$ cat config.mk
export PLATFORM = sky130hd
export DESIGN_NAME = ctc_timer
export DESIGN_NICKNAME = d
export VERILOG_FILES = /design/src/rtl/tmr_pkg.sv /design/src/rtl/tmr_pin_sync.sv /design/src/rtl/tmr_count_core.sv /design/src/rtl/tmr_out_stage.sv /design/src/rtl/ctc_timer.sv
export SDC_FILE = /design/constraint.sdc
export NUM_CORES = 1
export LEC_CHECK = 0
export CAP_MARGIN = 20
export CORE_UTILIZATION = 57
export CTS_BUF_LIST = sky130_fd_sc_hd__clkbuf_16
export CTS_CLUSTER_DIAMETER = 80
export CTS_CLUSTER_SIZE = 8
export DETAILED_ROUTE_END_ITERATION = 8
export GPL_ROUTABILITY_DRIVEN = 1
export MAX_ROUTING_LAYER = met4
export PLACE_DENSITY = 0.8
export SLEW_MARGIN = 20
export SYNTH_ARGS = -nofsm -noshare
export SYNTH_HDL_FRONTEND = slang
export SYNTH_HIERARCHICAL = 1
export SYNTH_SLANG_ARGS = --single-unit
$ cat constraint.sdc
create_clock -name clk_i -period 2.8 [get_ports clk_i]
set_clock_uncertainty 0.1 [all_clocks]
set_input_delay 0.7 -clock clk_i [delete_from_list [all_inputs] [get_ports clk_i]]
set_output_delay 0.7 -clock clk_i [all_outputs]
set_load 0.01 [all_outputs]
$ cat src/rtl/tmr_pkg.sv
package tmr_pkg;
  localparam int unsigned CFG_W = 16;

  localparam logic [1:0] A_CTL  = 2'd0;
  localparam logic [1:0] A_AUX  = 2'd1;
  localparam logic [1:0] A_PER  = 2'd2;
  localparam logic [1:0] A_THR  = 2'd3;

  localparam logic [1:0] RUN_FREE  = 2'd0;
  localparam logic [1:0] RUN_WIDTH = 2'd1;
  localparam logic [1:0] RUN_SPAN  = 2'd2;
  localparam logic [1:0] RUN_IRQ   = 2'd3;

  typedef struct packed {
    logic       pin_gate;
    logic [2:0] rel;
    logic       clr_dis;
    logic       blank_dis;
    logic [1:0] run;
    logic [1:0] gap_sel;
    logic       split;
    logic       inv;
    logic       buf_thr;
    logic       oneshot;
    logic       view_thr;
    logic       en;
  } ctl_t;

  typedef struct packed {
    logic keep;
    logic start_pulse;
    logic irq_stat;
  } aux_t;
endpackage

$ cat src/rtl/tmr_pin_sync.sv
module tmr_pin_sync #(
  parameter int unsigned STAGES = 2
) (
  input  logic clk_i,
  input  logic rst_ni,
  input  logic pin_i,
  input  logic inv_i,
  output logic lvl_o,
  output logic rise_o,
  output logic fall_o
);
  logic [STAGES-1:0] sh_q;
  logic              prev_q;

  generate
    if (STAGES == 1) begin : g_one
      always_ff @(posedge clk_i or negedge rst_ni)
        if (!rst_ni) sh_q <= '0;
        else         sh_q <= pin_i;
    end else begin : g_many
      always_ff @(posedge clk_i or negedge rst_ni)
        if (!rst_ni) sh_q <= '0;
        else         sh_q <= {sh_q[STAGES-2:0], pin_i};
    end
  endgenerate

  assign lvl_o = sh_q[STAGES-1] ^ inv_i;

  always_ff @(posedge clk_i or negedge rst_ni)
    if (!rst_ni) prev_q <= 1'b0;
    else         prev_q <= lvl_o;

  assign rise_o = lvl_o & ~prev_q;
  assign fall_o = ~lvl_o & prev_q;
endmodule

$ cat src/rtl/tmr_count_core.sv
module tmr_count_core #(
  parameter int unsigned W = 16
) (
  input  logic         clk_i,
  input  logic         rst_ni,
  input  logic         en_i,
  input  logic         step_i,
  input  logic [W-1:0] period_i,
  input  logic         thr_we_i,
  input  logic [W-1:0] thr_wdata_i,
  input  logic         buf_thr_i,
  input  logic [2:0]   rel_i,
  output logic [W-1:0] count_o,
  output logic [W-1:0] thr_o,
  output logic         zero_step_o,
  output logic         rel_hit_o
);
  logic [W-1:0] count_q, shadow_q, thr_q;

  assign zero_step_o = step_i && (count_q == '0);

  always_ff @(posedge clk_i or negedge rst_ni)
    if (!rst_ni)      count_q <= '0;
    else if (!en_i)   count_q <= period_i;
    else if (step_i)  count_q <= (count_q == '0) ? period_i : count_q - 1'b1;

  always_ff @(posedge clk_i or negedge rst_ni)
    if (!rst_ni) begin
      shadow_q <= '0;
      thr_q    <= '0;
    end else begin
      if (thr_we_i) shadow_q <= thr_wdata_i;
      if (thr_we_i && !buf_thr_i)         thr_q <= thr_wdata_i;
      else if (buf_thr_i && zero_step_o)  thr_q <= shadow_q;
    end

  always_comb begin
    unique case (rel_i)
      3'd0:    rel_hit_o = (count_q == thr_q);
      3'd1:    rel_hit_o = (count_q <  thr_q);
      3'd2:    rel_hit_o = (count_q <= thr_q);
      3'd3:    rel_hit_o = (count_q >  thr_q);
      3'd4:    rel_hit_o = (count_q >= thr_q);
      default: rel_hit_o = 1'b0;
    endcase
  end

  assign count_o = count_q;
  assign thr_o   = thr_q;
endmodule

$ cat src/rtl/tmr_out_stage.sv
module tmr_out_stage #(
  parameter int unsigned GSW = 2
) (
  input  logic           clk_i,
  input  logic           rst_ni,
  input  logic           en_i,
  input  logic           rel_hit_i,
  input  logic           tc_evt_i,
  input  logic           split_i,
  input  logic [GSW-1:0] gap_sel_i,
  input  logic           blank_dis_i,
  input  logic           clr_dis_i,
  output logic           cmp_r_o,
  output logic           tc_r_o,
  output logic           cmp_o,
  output logic           tc_o
);
  localparam int unsigned GW = GSW + 1;

  logic          cmp_q, tc_q, lvl_q;
  logic [GW-1:0] gap_q;
  logic          live, blank;

  always_ff @(posedge clk_i or negedge rst_ni)
    if (!rst_ni) begin
      cmp_q <= 1'b0;
      tc_q  <= 1'b0;
    end else begin
      tc_q <= tc_evt_i;
      if (en_i)           cmp_q <= rel_hit_i;
      else if (clr_dis_i) cmp_q <= 1'b0;
    end

  always_ff @(posedge clk_i or negedge rst_ni)
    if (!rst_ni) begin
      lvl_q <= 1'b0;
      gap_q <= '0;
    end else if (!en_i && clr_dis_i) begin
      lvl_q <= 1'b0;
      gap_q <= '0;
    end else begin
      lvl_q <= cmp_q;
      if (cmp_q != lvl_q)  gap_q <= {1'b0, gap_sel_i} + 1'b1;
      else if (gap_q != 0) gap_q <= gap_q - 1'b1;
    end

  assign live  = (gap_q == '0);
  assign blank = blank_dis_i && !en_i;

  assign cmp_o   = blank ? 1'b0 : (split_i ? (lvl_q && live)  : cmp_q);
  assign tc_o    = blank ? 1'b0 : (split_i ? (!lvl_q && live) : tc_q);
  assign cmp_r_o = cmp_q;
  assign tc_r_o  = tc_q;
endmodule

$ cat src/rtl/ctc_timer.sv
module ctc_timer
  import tmr_pkg::*;
#(
  parameter int unsigned W    = 16,
  parameter int unsigned SYNC = 2
) (
  input  logic         clk_i,
  input  logic         rst_ni,
  input  logic         cfg_we_i,
  input  logic [1:0]   cfg_addr_i,
  input  logic [W-1:0] cfg_wdata_i,
  input  logic         stat_rd_i,
  input  logic         tmr_en_i,
  output logic         cmp_o,
  output logic         tc_o,
  output logic         irq_o,
  output logic [W-1:0] cnt_o,
  output logic [1:0]   status_o
);
  ctl_t         ctl_q;
  aux_t         aux_q;
  logic [W-1:0] per_q;
  logic         en_q, win_q, halt_q, cmp_prev_q;
  logic [1:0]   stat_q;

  logic         pin_lvl, pin_rise, pin_fall;
  logic         gate, step, zero_step, rel_hit, tc_evt;
  logic         cmp_r, tc_r;
  logic [1:0]   ev;
  logic [W-1:0] count, thr;
  logic         run_en, split_en, blank_en;

  assign run_en   = ctl_q.en;
  assign split_en = ctl_q.split;
  assign blank_en = ctl_q.blank_dis;

  always_ff @(posedge clk_i or negedge rst_ni)
    if (!rst_ni) begin
      ctl_q <= '0;
      aux_q <= '0;
      per_q <= '0;
    end else if (cfg_we_i) begin
      unique case (cfg_addr_i)
        A_CTL:   ctl_q <= ctl_t'(cfg_wdata_i[CFG_W-1:0]);
        A_AUX:   aux_q <= aux_t'(cfg_wdata_i[2:0]);
        A_PER:   per_q <= cfg_wdata_i;
        default: ;
      endcase
    end

  tmr_pin_sync #(.STAGES(SYNC)) u_sync (
    .clk_i (clk_i), .rst_ni (rst_ni), .pin_i (tmr_en_i), .inv_i (ctl_q.inv),
    .lvl_o (pin_lvl), .rise_o (pin_rise), .fall_o (pin_fall)
  );

  always_comb begin
    unique case (ctl_q.run)
      RUN_FREE:  gate = !ctl_q.pin_gate || pin_lvl;
      RUN_WIDTH: gate = win_q;
      RUN_SPAN:  gate = win_q;
      default:   gate = 1'b1;
    endcase
  end

  assign step = ctl_q.en && !halt_q && gate;

  always_ff @(posedge clk_i or negedge rst_ni)
    if (!rst_ni)          win_q <= 1'b0;
    else if (!ctl_q.en)   win_q <= 1'b0;
    else if (ctl_q.run == RUN_WIDTH) begin
      if (pin_rise)       win_q <= 1'b1;
      else if (pin_fall)  win_q <= 1'b0;
    end else if (ctl_q.run == RUN_SPAN && pin_rise)
      win_q <= !win_q;

  always_ff @(posedge clk_i or negedge rst_ni)
    if (!rst_ni)        halt_q <= 1'b0;
    else if (!ctl_q.en) halt_q <= 1'b0;
    else if ((ctl_q.oneshot && zero_step) || (ctl_q.run == RUN_IRQ && irq_o))
      halt_q <= 1'b1;

  tmr_count_core #(.W(W)) u_core (
    .clk_i (clk_i), .rst_ni (rst_ni), .en_i (ctl_q.en), .step_i (step),
    .period_i (per_q),
    .thr_we_i (cfg_we_i && cfg_addr_i == A_THR), .thr_wdata_i (cfg_wdata_i),
    .buf_thr_i (ctl_q.buf_thr), .rel_i (ctl_q.rel),
    .count_o (count), .thr_o (thr), .zero_step_o (zero_step), .rel_hit_o (rel_hit)
  );

  always_ff @(posedge clk_i or negedge rst_ni)
    if (!rst_ni) en_q <= 1'b0;
    else         en_q <= ctl_q.en;

  assign tc_evt = ctl_q.en && (zero_step || (aux_q.start_pulse && !en_q));

  tmr_out_stage #(.GSW(2)) u_out (
    .clk_i (clk_i), .rst_ni (rst_ni), .en_i (ctl_q.en), .rel_hit_i (rel_hit),
    .tc_evt_i (tc_evt), .split_i (ctl_q.split), .gap_sel_i (ctl_q.gap_sel),
    .blank_dis_i (ctl_q.blank_dis), .clr_dis_i (ctl_q.clr_dis),
    .cmp_r_o (cmp_r), .tc_r_o (tc_r), .cmp_o (cmp_o), .tc_o (tc_o)
  );

  assign ev = {cmp_r && !cmp_prev_q, tc_r};

  always_ff @(posedge clk_i or negedge rst_ni)
    if (!rst_ni) begin
      cmp_prev_q <= 1'b0;
      stat_q     <= '0;
    end else begin
      cmp_prev_q <= cmp_r;
      stat_q     <= ((stat_rd_i && !aux_q.keep) ? 2'b00 : stat_q) | ev;
    end

  assign irq_o    = aux_q.irq_stat ? (|stat_q) : (|ev);
  assign status_o = stat_q;
  assign cnt_o    = ctl_q.view_thr ? thr : count;
endmodule

# Yosys cells after proc, flatten, opt, wreduce, memory -nomap -nowiden

Cells that the tools add are included.

Memory bits (read-only): 0
Output and inout bits: 21
Bits in writable memories: 0
Bits in latches: 0
Word-level logic and storage cells: 131
Memories: 0
Input bits: 23
Bits in registers: 98

Bitwise gates (word level): 6
Multiply operators: 0
Eq/ne operators: 16
$lt $le $gt $ge: 4
Multiplexer cells: 27
Reduce and logical (&&, ||, !) cells: 45
Shifts and indexed selects: 0
Add/subtract/negate cells: 3
Div/mod/pow operators: 0

Operator list:

| operator                                                              | number |
|---|---|
| 16-bit 2-to-1 mux                                                     | 6 |
| 1-bit logical AND                                                     | 17 |
| 16-bit == test                                                        | 1 |
| 16-bit >= comparator                                                  | 1 |
| 16-bit greater-than comparator                                        | 1 |
| 16-bit <= comparator                                                  | 1 |
| 16-bit logical NOT                                                    | 1 |
| 16-bit less-than comparator                                           | 1 |
| 16-bit by 1-bit subtractor with 16-bit output (second input constant) | 1 |
| 1-bit 2-to-1 mux                                                      | 15 |
| 1-bit logical NOT                                                     | 9 |
| 3-bit 2-to-1 mux                                                      | 3 |
| 2-bit == test (second input constant)                                 | 4 |
| 2-bit AND reduction                                                   | 4 |
| 3-bit by 2-bit == test with 1-bit output (second input constant)      | 2 |
| 3-bit logical NOT                                                     | 2 |
| 3-bit nonzero test                                                    | 2 |
| 2-bit OR reduction                                                    | 3 |
| 1-bit one-hot mux with 5 select lines                                 | 1 |
| 2-bit by 1-bit == test with 1-bit output (second input constant)      | 2 |
| 2-bit logical NOT                                                     | 2 |
| 2-bit by 1-bit != test with 1-bit output (second input constant)      | 2 |
| 4-bit != test (second input constant)                                 | 1 |
| 2-bit nonzero test                                                    | 2 |
| 13 further kinds                                                      | 17 |

# Logic depth before layout (Yosys ltp)

Gate-level depths: netlist of run 1.

Depth after elaboration: 9
Depth in mapped cells: 9
Depth with buffers taken out: 9

# Modules after synthesis

The synthesis of run 1 kept the hierarchy.

By module, submodules not included:

| module         | cells an instance | area each (um^2) | sequential area each (um^2) | instances |
|---|---|---|---|---|
| tmr_count_core | 297               | 2,896.5          | 1,201.2                     | 1 |
| ctc_timer      | 133               | 1,898.1          | 1,026.0                     | 1 |
| tmr_out_stage  | 38                | 364.1            | 150.1                       | 1 |
| tmr_pin_sync   | 7                 | 97.6             | 75.1                        | 1 |

# Least setup slack after synthesis of run 1

No wires, ideal clock.

Kind: in2reg
Start: in cfg_we_i
End: reg u_core.thr_q[10], in the netlist u_core/thr_o[10]
Path buffers: 3
Arrival: 2.220 ns
Path slack: 0.347 ns
Data required time: 2.566 ns
Library setup time: 0.134 ns
Stages on the path: 7
Cell sequence: and3_2 > buf_2 > nand2b_1 > clkbuf_1 > clkbuf_1 > mux2i_1 > o21ai_0

Word-level cells in the longest chain between the ends: 3
Elaborated cells on any way between the ends: 4
Those cells by class: mux (1); reduce/logical (3)

RTL lines:

| element                                                        | line                 | text |
|---|---|---|
| start: declaration                                             | ctc_timer.sv:9       | `input logic cfg_we_i,` |
| 1-bit logical AND *                                            | ctc_timer.sv:85      | `.thr_we_i (cfg_we_i && cfg_addr_i == A_THR), .thr_wdata_i (cfg_wdata_i),` |
| 1-bit logical AND *                                            | tmr_count_core.sv:33 | `if (thr_we_i && !buf_thr_i) thr_q <= thr_wdata_i;` |
| 16-bit 2-to-1 mux / 2-bit nonzero test (equally long branches) | n/a                  |  |
| end signal: assignment                                         | tmr_count_core.sv:33 |  |
| end signal: assignment                                         | tmr_count_core.sv:34 | `else if (buf_thr_i && zero_step_o) thr_q <= shadow_q;` |
| end: declaration                                               | tmr_count_core.sv:18 | `logic [W-1:0] count_q, shadow_q, thr_q;` |

Every way passes the cells marked *; elsewhere a longest branch is shown, timed or not.
A chain may end at the register's enable or synchronous reset.

# Final worst setup path of run 1

Start: reg u_core.count_q[10], in the netlist u_core/count_o[10]
End: reg u_out.cmp_q, in the netlist u_out/cmp_r_o

Word-level cells in the longest chain between the ends: 3
Elaborated cells on any way between the ends: 7
Those cells by class: order compare (4); eq/ne (1); mux (2)

RTL lines:

| element                                            | line                 | text |
|---|---|---|
| start: declaration                                 | tmr_count_core.sv:18 |  |
| start signal: assignment                           | tmr_count_core.sv:24 | `else if (!en_i) count_q <= period_i;` |
| start signal: assignment                           | tmr_count_core.sv:25 | `else if (step_i) count_q <= (count_q == '0) ? period_i : count_q - 1'b1;` |
| 16-bit >= comparator, or another cell as far along | tmr_count_core.sv:43 | `3'd4: rel_hit_o = (count_q >= thr_q);` |
| 1-bit one-hot mux with 5 select lines *            | tmr_count_core.sv:38 | `unique case (rel_i)` |
| net rel_hit                                        | ctc_timer.sv:27      | `logic gate, step, zero_step, rel_hit, tc_evt;` |
| 1-bit 2-to-1 mux *                                 | tmr_out_stage.sv:30  | `if (en_i) cmp_q <= rel_hit_i;` |
| end signal: assignment                             | tmr_out_stage.sv:30  |  |
| end: declaration                                   | tmr_out_stage.sv:20  | `logic cmp_q, tc_q, lvl_q;` |

Mark *: on every way through the listed nets, which the timed path passes. The rest lies on a longest branch.

==> flow_summary.toml, run 1 <==
[status]
status = "finished, violations left"
violations = "DRC"

[final_layout]
antennaDiodeCount = 0
drive_gt1_frac = 0.205
multiInputGateArea_sq_um = 2580
stdcell_area_sq_um = 6130
nets = 575
final-seq-area_sq_um = 2450
final_cell_mix = "dfrtp_1 (97), mux2_2 (61), clkdlybuf4s50_1 (40)"
final_common_cell = "dfrtp_1"
fillers = 638
syn_to_final_growth_pct = 16.6

[route]
drtAntennaViolNets = 0
avgRoutedWirePerCell_um = 19.0
drt-initial-drc-count = 307
vias = 3867
vias_per_cell = 6.04
firstDrtPassIters = 7
drc = 4
wl_um = 12200

[clocking]
cts-root-buf = "clkbuf_16"
clk_latency_ns = 0.33
cts_setup_buffers = 0
h-tree-depth = 3
cts_sinks = 98
path_clk_slew_ns = 0.07
numCtsBuffers = 9
clk_path_buf_depth = 2
cts.hold.buffers_added = 0
cts_tree = "built"

[floorplanning]
num_rows = 34
core_sq_um = 8810
die_w_um = 98.0
start_util = 0.597
io_pins = 44
dieArea_sq_um = 9610
die_y_um = 98.0

[synthesis]
syn_area_sq_um = 5260
yosysTopAreaCell = "dfrtp_1"
syn_area_per_cell_sq_um = 11.1
ys_types = 59
yosys_warnings = 6
ys_top_cells_by_area = "dfrtp_1 (47%), mux2_2 (13%), ha_1 (6.0%)"
synth-seq-cells = 98
synth_flop_cell = "dfrtp_1"
synth_top_area_frac = 0.467
async_flop_share = 1.00
yosysSeqAreaShare = 0.467
syn_inst = 475
synth_edf_count = 0
synth_nets = 523

[timing]
min_period_ns = 2.64
maxSlewHeadroom = 0.373
worst_slack_ns = 0.157
period_share = 0.944
rsz0062_at_grt = "no"
finalSetupViolations = 0
finalSetupTns_ns = 0
hold_violations = 0
hold_ws_ns = 0.244
slew_violations = 0
max_freq_mhz = 378
worst_pin_slew_ns = 0.936

[power]
intPower_uw = 3440
vdd_ir_drop_max_mv = 0.473
p_sw_uw = 1940
p_clk_frac = 0.210
leakagePower_uw = 0.00280
swShare = 0.361
pwr-share-seq = 0.411
total_power_uw = 5380
comb_power_share = 0.379
power-per-cell-area_nw_per_um2 = 877

[critical_path]
critical_path_class = "register to register"
cp.required_ns = 2.93
r2r_cells = 7
crit_path_start_kind = "register"
crit_fanout = 6
slowest_delay_ns = 0.55
crit_chain = "ha_1, nand4_1, nor4_1, o21ai_0, nand4_1, nand4_1, a22o_1"
arrival_ns = 2.77
crit_path_end_kind = "register"
crit_slowest_cell = "nor4_1"
path_common_cell = "nand4_1"

[global_route]
grt_pass1_wl_um = 20200
grt_max_degree = 45
first_global_vias = 3912
overflow = 0
antenna_found_initial = 0
grt_use_total = 0.279

[placed_design]
place_hpwl_um = 8660
gp_congestion = 0.919
detailedPlace.worstSlack_ns = 0.265
port_buffers = 43
dpl_cell_area_sq_um = 5840

[min_path]
min_path_type = "input pin to asynchronous set/reset pin"

[job]
maxCapViolations = 0
[state kept, by name (all words and copies together) (netlist names)]
register         flops
halt_q               1
u_out/cmp_r_o        1
aux_q                3
split_en             1
u_out/gap_q          3
u_core/thr_o        16
u_out/tc_r_o         1
win_q                1
run_en               1
u_core/count_o      16
en_q                 1
status_o             2
cmp_prev_q           1
ctl_q               13
per_q               16
u_out/lvl_q          1
u_sync/prev_q        1
blank_en             1
u_core/shadow_q     16
u_sync/sh_q          2
[worst paths after layout]
check	to	slack [ns]	start
max reg2reg	u_out/cmp_r_o	0.16	u_core/count_o[10]
max in group asynchronous	u_core/count_o[13]	1.70	rst_ni
min reg2reg	u_sync/sh_q[1]	0.25	u_sync/sh_q[0]
min in group clk_i	u_sync/sh_q[1]	0.25	u_sync/sh_q[0]
max	u_out/cmp_r_o	0.16	u_core/count_o[10]
min	u_core/count_o[2]	0.24	rst_ni
[synthesized netlist by cell type (all sizes together) (2+ instances only)]
cell      n
inv      35
a221oi    2
nor3b     4
ha       25
dfrtp    98
clkbuf    7
a22oi     3
mux2i    25
o2bb2ai   3
nand3     6
nand2    36
nor3      7
or3       2
o211ai    2
o21ai    36
nor2b     6
o2bb2a    4
mux2     65
nor4      4
nand2b    8
nand3b    4
a21oi    19
or4       2
a22o      2
and2      3
nor2     20
a21o      5
xnor2     3
nand4     9
buf      10
o22ai     2
[power by group through the flow]
stage | combinational (uW) | sequential [uW] | clock (uW)
2_1_floorplan | 1360 | 2070 | 0
3_3_place_gp | 1910 | 2200 | 0
3_5_place_dp | 1980 | 2220 | 0
4_1_cts | 2030 | 2200 | 1150
5_1_grt | 2250 | 2260 | 1200
6_report | 2030 | 2210 | 1130
[area by class of cell]
type / count / share of cell area
Clock buffer: 9 / 0.0367
Tap cell: 108 / 0.0220
Inverter: 35 / 0.0214
Multi-Input combinational cell: 325 / 0.421
Sequential cell: 98 / 0.400
Timing Repair Buffer: 58 / 0.0910
Clock inverter: 7 / 0.00735
[routing by layer]
metal	vias to the layer above	global-route usage	routed length, um
met4	0	0.0944	172
met1	1918	0.381	5600
met3	12	0.0329	580
met2	137	0.436	5800
li1	1800	-	-
met5	-	-	0
[per-stage QoR]
step / util / cells
after global placement: 0.663 / 624
after floorplan: - / 475
after global routing: 0.696 / 640
after CTS: 0.696 / 640
after detailed placement: 0.663 / 624
final: 0.696 / 640
[repair_timing]
action,CTS,global route
setup endpoints to repair,18,2
hold endpoints to repair,0,0
pin swaps,0,0
cloned,0,0
resized for setup,3,2
[kinds of logic (layout without fill, tap and decap cells)]
family / after synthesis / after routing / share of synthesized area
DFF: 98 / 98 / 0.467
and+or+nand+nor: 118 / 118 / 0.124
muxes: 90 / 90 / 0.190
buffers and inverters: 52 / 109 / 0.0462
xor gates and xnor gates: 4 / 4 / 0.00810
AOI/OAI and AO/OA: 88 / 88 / 0.106
adders and majority gates: 25 / 25 / 0.0595
[critical path, delay by kind of cell (launching register included)]
family                     cells  cell delay (ns)
and+or+nand+nor                4             1.03
AOI/OAI and AO/OA              2             0.60
DFF                            1             0.45
adders and majority gates      1             0.35
No activity file was read; power rests on OpenSTA's default activity.
==> run 2, diff against run 1 <==
--- a/config.mk
+++ b/config.mk
@@ -12,8 +12,9 @@
 export CTS_CLUSTER_SIZE = 8
 export DETAILED_ROUTE_END_ITERATION = 8
 export GPL_ROUTABILITY_DRIVEN = 1
+export HOLD_SLACK_MARGIN = 0.12
 export MAX_ROUTING_LAYER = met4
-export PLACE_DENSITY = 0.8
+export PLACE_DENSITY = 0.79
 export SLEW_MARGIN = 20
 export SYNTH_ARGS = -nofsm -noshare
 export SYNTH_HDL_FRONTEND = slang
==> run 2 against run 1 <==
Utilization up 0.72 points. First-iteration DRC count down 6.5%. The run still ends with DRC left. Design area up 1.0%.
==> flow_summary.toml, run 2 (same netlist as run 1, synthesis figures left out) <==
[status]
status = "finished, violations left"
violations = "DRC"

[timing]
finalSetupViolations = 0
period_share = 0.943
hold_ws_ns = 0.220
rsz0062_at_grt = "no"
hold_violations = 0
min_period_ns = 2.64
max_freq_mhz = 379
finalSetupTns_ns = 0
worst_pin_slew_ns = 0.714
slew_violations = 0
maxSlewHeadroom = 0.521

[critical_path]
cp.required_ns = 2.00
r2r_slack_ns = 0.20
arrival_ns = 1.84
crit_path_end_kind = "output pin"
crit_start = "ctl_q[1]"
r2r-end = "u_out/cmp_r_o"
critical_path_class = "register to output pin"
crit_chain = "mux2_2, clkdlybuf4s50_1"
r2r_cells = 7
slowest_delay_ns = 0.62
cp_num_buf_inv = 1
crit_fanout = 17
r2r-start = "u_core/count_o[10]"
cp_top_family = "flip-flops"
crit_slowest_cell = "dfrtp_2"
crit_path_start_kind = "register"

[global_route]
grt_pass1_wl_um = 20200
grt_max_degree = 62
grtUsageMet3 = 0.0387
grt_busiest_layer = "met2"
use_met2 = 0.434
first_global_vias = 4002
antenna_found_initial = 0
use_met1 = 0.370
overflow = 0
grt_use_total = 0.281

[placed_design]
dpl_cell_area_sq_um = 5850
port_buffers = 43
gp_congestion = 0.925
place_hpwl_um = 8530

[final_layout]
stdcell_area_sq_um = 6190
nets = 576
final_common_cell = "dfrtp_1"
syn_to_final_growth_pct = 17.8
antennaDiodeCount = 0
final_util = 0.703
final_cell_mix = "dfrtp_1 (97), mux2_2 (61), clkdlybuf4s50_1 (40)"
drive_gt1_frac = 0.208

[clocking]
cts.hold.buffers_added = 0
path_clk_slew_ns = 0.07
cts_tree = "built"
clk_path_buf_depth = 2
h-tree-depth = 3
cts_sinks = 98
clk_latency_ns = 0.34
cts-root-buf = "clkbuf_16"
numCtsBuffers = 9
cts_setup_buffers = 0

[min_path]
min_path_type = "input pin to asynchronous set/reset pin"

[floorplanning]
dieArea_sq_um = 9610
start_util = 0.597
io_pins = 44
die_y_um = 98.0
die_w_um = 98.0
core_sq_um = 8810
num_rows = 34

[route]
vias_per_cell = 6.00
drtAntennaViolNets = 0
drt-initial-drc-count = 287
vias = 3848
firstDrtPassIters = 8
wl_um = 12000
drc = 2
avgRoutedWirePerCell_um = 18.7

[job]
maxCapViolations = 0

[power]
total_power_uw = 5580
vdd_ir_drop_max_mv = 0.454
leakagePower_uw = 0.00283
power-per-cell-area_nw_per_um2 = 901
## run 2: metrics by stage
stage / worst slack (ns) / cells
floorplan: 0.347 / 475
global placement: 0.333 / 625
detailed placement: 0.302 / 625
CTS: 0.0155 / 641
global route: 0.0402 / 641
finish: 0.160 / 641
## run 2: power breakdown
part           switching (uW)  internal (uW)
logic                     979           1050
clock network             543            792
registers                 422           1790
total                    1940           3630
## run 2: cell type report
cell class / count / area [sq um]
Inverter: 35 / 131
Sequential cell: 98 / 2450
Clock buffer: 9 / 225
Fill cell: 620 / 2610
Multi-Input combinational cell: 325 / 2580
Clock inverter: 7 / 101
Tap cell: 108 / 135
Timing Repair Buffer: 59 / 566
## run 2: worst max path at each step
stage | slack (ns) | cells after the start | end
floorplan | 0.35 | 7 | u_core/thr_o[10]
global placement | 0.33 | 2 | cnt_o[10]
detailed placement | 0.30 | 7 | u_out/cmp_r_o
CTS | 0.02 | 6 | cmp_o
global route | 0.04 | 7 | u_out/cmp_r_o
finish | 0.16 | 2 | cnt_o[11]
## run 2: per-layer routing
| layer | share of wire | up-vias |
|---|---|---|
| met2 | 0.47 | 123 |
| li1 | - | 1801 |
| met1 | 0.45 | 1890 |
| met3 | 0.049 | 34 |
| met4 | 0.030 | 0 |
| met5 | 0 | - |
## run 2: what timing repair did
action	in CTS	in global routing
pin swaps	0	0
endpoints found under the setup margin	18	2
resized for setup	3	2
